$ cat src/rtl/irq_regs_pkg.sv
package irq_regs_pkg;
  localparam int EV_RX_REQ    = 0;
  localparam int EV_TX_REQ    = 1;
  localparam int EV_ARB_LOST  = 2;
  localparam int EV_NO_ACK    = 3;
  localparam int EV_RX_UNDER  = 4;
  localparam int EV_TX_OVER   = 5;
  localparam int EV_ALL_DONE  = 6;
  localparam int EV_PKT_DONE  = 7;

  localparam int OFS_MASK     = 'h64;
  localparam int OFS_STATUS   = 'h68;
  localparam int OFS_DONE     = 'h0C;
  localparam int HI_SPLIT     = 'h50;
  localparam int HI_SHIFT     = 'h10;
  localparam int LO_SHIFT     = 'h40;
  localparam int DONE_BIT     = 30;

  // Relocates a native offset into the alternate window when alt is set.
  function automatic int place(input int ofs, input int alt);
    if (alt == 0) return ofs;
    return ofs + ((ofs >= HI_SPLIT) ? HI_SHIFT : LO_SHIFT);
  endfunction
endpackage

$ cat src/rtl/irq_addr_decode.sv
module irq_addr_decode #(
  parameter int ADDR_W = 8,
  parameter int ALT    = 0
) (
  input  logic [ADDR_W-1:0] addr,
  output logic              hit_mask,
  output logic              hit_status,
  output logic              hit_done
);
  localparam logic [ADDR_W-1:0] MASK_A =
    ADDR_W'(irq_regs_pkg::place(irq_regs_pkg::OFS_MASK, ALT));
  localparam logic [ADDR_W-1:0] STAT_A =
    ADDR_W'(irq_regs_pkg::place(irq_regs_pkg::OFS_STATUS, ALT));
  localparam logic [ADDR_W-1:0] DONE_A = ADDR_W'(irq_regs_pkg::OFS_DONE);

  assign hit_mask   = (addr == MASK_A);
  assign hit_status = (addr == STAT_A);

  generate
    if (ALT != 0) begin : g_alt
      assign hit_done = (addr == DONE_A);
    end else begin : g_nat
      assign hit_done = 1'b0;
    end
  endgenerate
endmodule

$ cat src/rtl/irq_status_bank.sv
module irq_status_bank #(
  parameter int W = 8
) (
  input  logic         clk,
  input  logic         rst,
  input  logic [W-1:0] evt,
  input  logic         clr_en,
  input  logic [W-1:0] clr_bits,
  output logic [W-1:0] status
);
  generate
    for (genvar b = 0; b < W; b++) begin : g_bit
      always_ff @(posedge clk) begin
        if (rst)
          status[b] <= 1'b0;
        else if (evt[b])
          status[b] <= 1'b1;
        else if (clr_en && clr_bits[b])
          status[b] <= 1'b0;
      end
    end
  endgenerate
endmodule

$ cat src/rtl/irq_done_flag.sv
module irq_done_flag #(
  parameter int ALT = 0
) (
  input  logic clk,
  input  logic rst,
  input  logic set,
  input  logic clr,
  output logic flag
);
  generate
    if (ALT != 0) begin : g_alt
      always_ff @(posedge clk) begin
        if (rst)      flag <= 1'b0;
        else if (set) flag <= 1'b1;
        else if (clr) flag <= 1'b0;
      end
    end else begin : g_nat
      logic unused_in;
      assign unused_in = clk ^ rst ^ set ^ clr;
      assign flag = 1'b0;
    end
  endgenerate
endmodule

$ cat src/rtl/irq_status_unit.sv
module irq_status_unit #(
  parameter int ADDR_W     = 8,
  parameter int DATA_W     = 32,
  parameter int EVT_W      = 8,
  parameter int ALT_LAYOUT = 0
) (
  input  logic              clk,
  input  logic              rst,
  input  logic [EVT_W-1:0]  evt_i,
  input  logic              wr_en_i,
  input  logic              rd_en_i,
  input  logic [ADDR_W-1:0] addr_i,
  input  logic [DATA_W-1:0] wdata_i,
  output logic [DATA_W-1:0] rdata_o,
  output logic              irq_o
);
  localparam int BYP  = irq_regs_pkg::EV_PKT_DONE;
  localparam int DBIT = irq_regs_pkg::DONE_BIT;

  logic             hit_mask, hit_status, hit_done;
  logic [EVT_W-1:0] status_q, mask_q;
  logic             status_clr, done_q, done_clr;
  logic [DATA_W-1:0] rd_d;
  logic             unused_wbits;

  assign unused_wbits = ^wdata_i;

  irq_addr_decode #(.ADDR_W(ADDR_W), .ALT(ALT_LAYOUT)) u_dec (
    .addr(addr_i), .hit_mask(hit_mask), .hit_status(hit_status),
    .hit_done(hit_done)
  );

  assign status_clr = wr_en_i && hit_status;

  irq_status_bank #(.W(EVT_W)) u_bank (
    .clk(clk), .rst(rst), .evt(evt_i), .clr_en(status_clr),
    .clr_bits(wdata_i[EVT_W-1:0]), .status(status_q)
  );

  assign done_clr = wr_en_i && hit_done && wdata_i[DBIT];

  irq_done_flag #(.ALT(ALT_LAYOUT)) u_done (
    .clk(clk), .rst(rst), .set(evt_i[BYP]), .clr(done_clr), .flag(done_q)
  );

  always_ff @(posedge clk) begin
    if (rst)
      mask_q <= '0;
    else if (wr_en_i && hit_mask)
      mask_q <= wdata_i[EVT_W-1:0];
  end

  always_comb begin
    rd_d = '0;
    if (rd_en_i) begin
      if (hit_mask)   rd_d[EVT_W-1:0] = mask_q;
      if (hit_status) rd_d[EVT_W-1:0] = status_q;
      if (hit_done)   rd_d[DBIT]      = done_q;
    end
  end

  always_ff @(posedge clk) begin
    if (rst) begin
      rdata_o <= '0;
      irq_o   <= 1'b0;
    end else begin
      rdata_o <= rd_d;
      irq_o   <= (|(status_q & mask_q)) | status_q[BYP];
    end
  end
endmodule

$ cat config.mk
export PLATFORM = sky130hd
export DESIGN_NAME = irq_status_unit
export DESIGN_NICKNAME = d
export VERILOG_FILES = /design/src/rtl/irq_regs_pkg.sv /design/src/rtl/irq_addr_decode.sv /design/src/rtl/irq_status_bank.sv /design/src/rtl/irq_done_flag.sv /design/src/rtl/irq_status_unit.sv
export SDC_FILE = /design/constraint.sdc
export NUM_CORES = 1
export LEC_CHECK = 0
export CORE_MARGIN = 1
export CORE_UTILIZATION = 35
export DETAILED_ROUTE_END_ITERATION = 16
export PLACE_DENSITY = 0.88
export SETUP_SLACK_MARGIN = 0.5
export SYNTH_ARGS = -nofsm -noshare
export SYNTH_HDL_FRONTEND = slang
export SYNTH_SLANG_ARGS = --single-unit
$ cat constraint.sdc
create_clock -name clk -period 1.5 [get_ports clk]
set_input_delay 0.3 -clock clk [delete_from_list [all_inputs] [get_ports clk]]
set_output_delay 0.3 -clock clk [all_outputs]
set_load 0.02 [all_outputs]
== After elaboration in Yosys (flattened, before gate mapping) ==
Index checks and enable logic that the tools add are counted.

* Equality and inequality tests: 2
* Muxes and demuxes: 18
* Bitwise logic cells: 3
* Reductions and logical operators: 20

{| class="wikitable"
|+ Operators by type and width
! kind !! count
|-
| equality test 8 x 7 -> 1 bit (second input constant) || 2
|-
| 2-to-1 mux 1 bit || 16
|-
| 2-to-1 mux 8 bit || 2
|-
| nonzero test 2 bit || 8
|-
| logical AND 1 bit || 10
|-
| AND 8 bit || 1
|-
| OR reduction 8 bit || 1
|-
| OR reduction 2 bit || 1
|-
| inverter 1 bit || 1
|-
| OR 1 bit || 1
|}

* Flip-flop bits (word level): 49
* Output and inout bits: 33

== Longest topological paths before layout ==
* Depth after elaboration: 5
* Mapped depth: 4
* Mapped depth without buffers: 3

== By module ==
From an unflattened synthesis, not the netlist that was laid out.

* Cell total of the unflattened synthesis: 150
* Area total of the unflattened synthesis: 1390.1 um2

{| class="wikitable"
|+ Modules (own cells, without submodules)
! module !! instances !! cells each !! area each (um2) !! sequential area each (um2)
|-
| irq_status_unit || 1 || 107 || 964.7 || 360.3
|-
| irq_status_bank || 1 || 34 || 359.1 || 160.2
|-
| irq_addr_decode || 1 || 7 || 55.1 || 0.0
|-
| irq_done_flag || 1 || 2 || 11.3 || 0.0
|}

== Least setup slack after synthesis ==
Ideal clock, no wire load.

* Path type: in2reg
* From: input addr_i[1]
* To: register mask_q[0]
* Setup time: 0.072 ns
* Data arrival time: 1.280 ns
* Setup slack: 0.148 ns
* Cell stages on the path: 4
* Path buffers: 1
* Cells stage by stage: or3b_4 > nor4b_2 > buf_6 > mux2i_1

* Cells in the longest elaborated chain, start to end: 2

{| class="wikitable"
|+ RTL lines
! item !! line !! RTL
|-
| start, declared || irq_status_unit.sv:12 || <nowiki>input logic [ADDR_W-1:0] addr_i,</nowiki>
|-
| equality test 8 x 7 -> 1 bit || irq_addr_decode.sv:16 || <nowiki>assign hit_mask = (addr == MASK_A);</nowiki>
|-
| logical AND 1 bit || irq_status_unit.sv:49 || <nowiki>else if (wr_en_i && hit_mask)</nowiki>
|-
| end signal, assigned || irq_status_unit.sv:50 || <nowiki>mask_q <= wdata_i[EVT_W-1:0];</nowiki>
|-
| end, declared || irq_status_unit.sv:21 || <nowiki>logic [EVT_W-1:0] status_q, mask_q;</nowiki>
|}

Every way passes these cells.
A chain may end at the register's enable or synchronous reset.

== Final worst setup path ==
* From: input addr_i[0]
* To: register mask_q[5]

Same word-level chain as after synthesis.

==> summary.md <==
| Metric | Value |
|---|---|
| Total power per unit cell area | `roughly 720 nW/µm²` |
| Clock tree sinks | `25` |
| TritonCTS clock tree | `yes` |
| Mean routed wirelength per cell | `10.4 µm` |
| Cell leakage power | `around 0.7 nW` |
| Sequential share of power | `57.2%` |
| CTS max path bufs | `2` |
| Remaining number of nets flagged by the antenna check after routing | `0` |
| First-pass GRT wire length | `3.71 mm` |
| RSZ-0062 raised after global routing | `true` |
| Power after layout | `0.00121 W` |
| Maximum number of pins on one net before global-route repair | `26` |
| Post-route design area | `1700 µm²` |
| Signal arrival time at the worst endpoint | `1.44 ns` |
| Unique masters post-synth | `20` |
| CP delay by family, top | `simple AND/OR/NAND/NOR gates` |
| Status | `finished clean` |
| Power spent charging and discharging nets | `0.000330 W` |
| Number of nets at the end of the flow | `226` |
| Worst-path maximum fanout | `8` |
| Path class of the lowest-slack min-delay path | `primary input to flop` |
| Max cap viols | `0` |
| Warning count from the yosys run | `0` |
| Deepest level of the CTS H-tree | `1` |
| Number of cells produced by synthesis | `134` |
| Startpoint type of the worst setup path | `primary input` |
| Hold slack | `0.296 ns` |
| DR top layer | `met4` |
| Path type of the worst setup path | `primary input to flop` |
| Total wire length | `2.27 mm` |
| DP Area | `1620 µm²` |
| Cell chosen for the clock root | `sky130_fd_sc_hd__clkbuf_4` |
| Finish-stage setup viols | `0` |
| Vias after detailed routing | `983` |
| Most frequent cells in the layout | `24 x sky130_fd_sc_hd__conb_1, 16 x sky130_fd_sc_hd__nand2b_1, 16 x sky130_fd_sc_hd__clkdlybuf4s50_1, 16 x sky130_fd_sc_hd__dfxtp_1, 12 x sky130_fd_sc_hd__buf_6` |
| Core Region | `3420 µm²` |
| Antenna violations before repair | `0` |
| All-layer global routing usage | `11.9%` |
| Sum of routed wire segments on met1 | `948 µm` |
| Total inserted antenna cells | `0` |
| Setup Skew | `0.00150 ns` |
| Proportion of synthesized chip area in sequential cells | `between 30% and 40%` |
| Number of endpoints with negative hold slack in the final report | `0` |
| Iteration-0 DRC Markers | `29` |
| Die X-Extent | `roughly 62 µm` |
| Layout overhead on the synthesized area | `32.8%` |
| GRT overflow | `0` |
| Clock transition at the register clock pins on the worst setup and hold paths after CTS | `about 0.13 ns` |
| Part of the power in the clock network | `24.8%` |
| CTS buffer count | `3` |
| Routability congestion estimate | `0.762` |
| Most common cell after layout, fill and taps aside | `sky130_fd_sc_hd__conb_1` |
| Number of global-route vias before repair | `between 800 and 900` |
| Port Buf Inserts | `36` |
| Drc violations | `0` |
| Clock network latency to the later pin of the worst-skew pair | `0.32 ns` |
| Via-per-instance ratio | `roughly 4.5` |
| Pins over their slew limit | `0` |
| Placement row count | `21` |
| HPWL after detailed placement | `around 1.8 mm` |
| Setup TNS | `0 ns` |
| Ratio of final minimum period to clock period | `between 70% and 80%` |
| Fmax | `850 MHz` |
| Share of power burned in combinational logic | `18.0%` |
| Slowest CP cell | `sky130_fd_sc_hd__or3b_4` |
| Height of the die | `62.4 µm` |
| Endpoint required time on the critical path | `1.76 ns` |
| Post-route minimum period | `around 1.2 ns` |
| Met2 wire length | `1.13 mm` |
| Synthesized area per cell | `9.53 µm²` |
| Peak supply drop | `approximately 0.00024 V` |
| Met3 wire length | `156 µm` |
| Proportion of layout cells with a drive suffix above 1 | `between 20% and 30%` |
| Number of buffer and inverter stages on the critical path | `2` |
| Netlist Area Pre-Place | `1280 µm²` |
| Number of register bits inferred by synthesis | `25` |
| Switching part of the total | `27.2%` |
| Count of boundary I/O pins | `85` |
| CP cell instances | `buf_6 -> or3b_4 -> nor4b_4 -> buf_12 -> mux2i_1` |
| Initial Utilization | `between 30 and 40%` |
| Overall die area | `3900 µm²` |
| Number of fill cells | `309` |
| Number of optimization iterations in the first detailed-route pass | `5` |
| Int Power | `0.000884 W` |
| Kind of end point of the critical path | `flop` |
| Critical Path Max Stage Delay | `around 0.40 ns` |
[cells in the mapped netlist]
cell type / instances / area share (%)
sky130_fd_sc_hd__buf_4: 24 / 14
sky130_fd_sc_hd__clkbuf_1: 4 / 1.2
sky130_fd_sc_hd__nor2b_1: 2 / 0.98
sky130_fd_sc_hd__nand4bb_4: 1 / 2.2
sky130_fd_sc_hd__buf_6: 2 / 1.8
sky130_fd_sc_hd__nor4b_2: 1 / 1.2
sky130_fd_sc_hd__a22oi_1: 11 / 6.5
sky130_fd_sc_hd__a21oi_1: 1 / 0.39
sky130_fd_sc_hd__o21bai_1: 8 / 4.7
sky130_fd_sc_hd__mux2i_1: 8 / 6.3
sky130_fd_sc_hd__inv_1: 9 / 2.6
sky130_fd_sc_hd__nand2b_1: 17 / 8.3
sky130_fd_sc_hd__a31oi_1: 8 / 3.9
sky130_fd_sc_hd__conb_1: 1 / 0.29
sky130_fd_sc_hd__nor2_1: 8 / 2.4
sky130_fd_sc_hd__a41oi_1: 1 / 0.69
sky130_fd_sc_hd__or4_4: 1 / 0.88
sky130_fd_sc_hd__dfxtp_1: 25 / 39
sky130_fd_sc_hd__or3b_4: 1 / 0.88
sky130_fd_sc_hd__nor4_4: 1 / 1.7
[cell families (layout without fill, tap and decap cells)]
logic type,count (synthesis),in the layout,share of synthesized area [%]
AO/OA/AOI/OAI,29,29,16.2
buffers and inverters,39,55,19.7
flip-flops,25,25,39.2
multiplexers,8,8,6.27
other,1,24,0.294
AND/OR/NAND/NOR,32,32,18.4
[flip-flops by register name (all words and copies together), names as in the netlist]
signal / cells
irq_o: 1
mask_q: 8
rdata_o: 8
u_bank.status: 8
[what timing repair did]
item	in CTS	in global routing
gates resized for setup	96	15
setup buffers	0	1
setup endpoints to repair	33	33
pin swaps	5	3
hold buffers	0	0
hold endpoints to repair	0	0
[per-layer routing]
metal,up-vias,global-route usage (%)
li1,488,-
met1,443,14.8
met2,48,19.7
met3,4,1.64
met4,0,6.98
met5,-,0
[tightest hold or removal path, delay by kind of cell]
| kind | cells | cell delay [ns] |
|---|---|---|
| and+or+nand+nor | 2 | 0.22 |
| buffers and inverters | 1 | 0.07 |
[metrics by stage]
step / utilization, % / cells / setup slack, ns
2_1_floorplan: - / 157 / 0.162
3_3_place_gp: 47.5 / 214 / -0.333
3_5_place_dp: 47.5 / 214 / -0.379
4_1_cts: 48.8 / 218 / 0.282
5_1_grt: 49.7 / 219 / 0.288
6_report: 49.7 / 219 / 0.324
[power groups by stage]
stage | clock (W) | combinational (W) | sequential [W]
final | 0.000300 | 0.000219 | 0.000695
after global routing | 0.000334 | 0.000234 | 0.000697
after CTS | 0.000306 | 0.000212 | 0.000694
after detailed placement | 0 | 0.000216 | 0.000709
after global placement | 0 | 0.000212 | 0.000709
after floorplan | 0 | 0.000164 | 0.000707
[worst paths after layout]
kind / from / end / slack [ns] / cells past startpoint
setup / recovery: addr_i[0] / mask_q[5] / 0.32 / 5
hold / removal: addr_i[1] / rdata_o[2] / 0.30 / 3
setup reg to reg: mask_q[3] / irq_o / 0.67 / 2
hold reg to reg: mask_q[7] / mask_q[7] / 0.49 / 2
[area by class of cell]
type,count,area [µm²],share of cell area (%)
multi-input cells,93,661,38.9
flip-flops and latches,25,512,30.2
inverters,9,33.8,1.99
repair buffers,42,405,23.9
clock inverters,1,5.00,0.295
well taps,46,57.6,3.39
clock buffers,3,22.5,1.33
No activity file was read; power rests on OpenSTA's default activity.
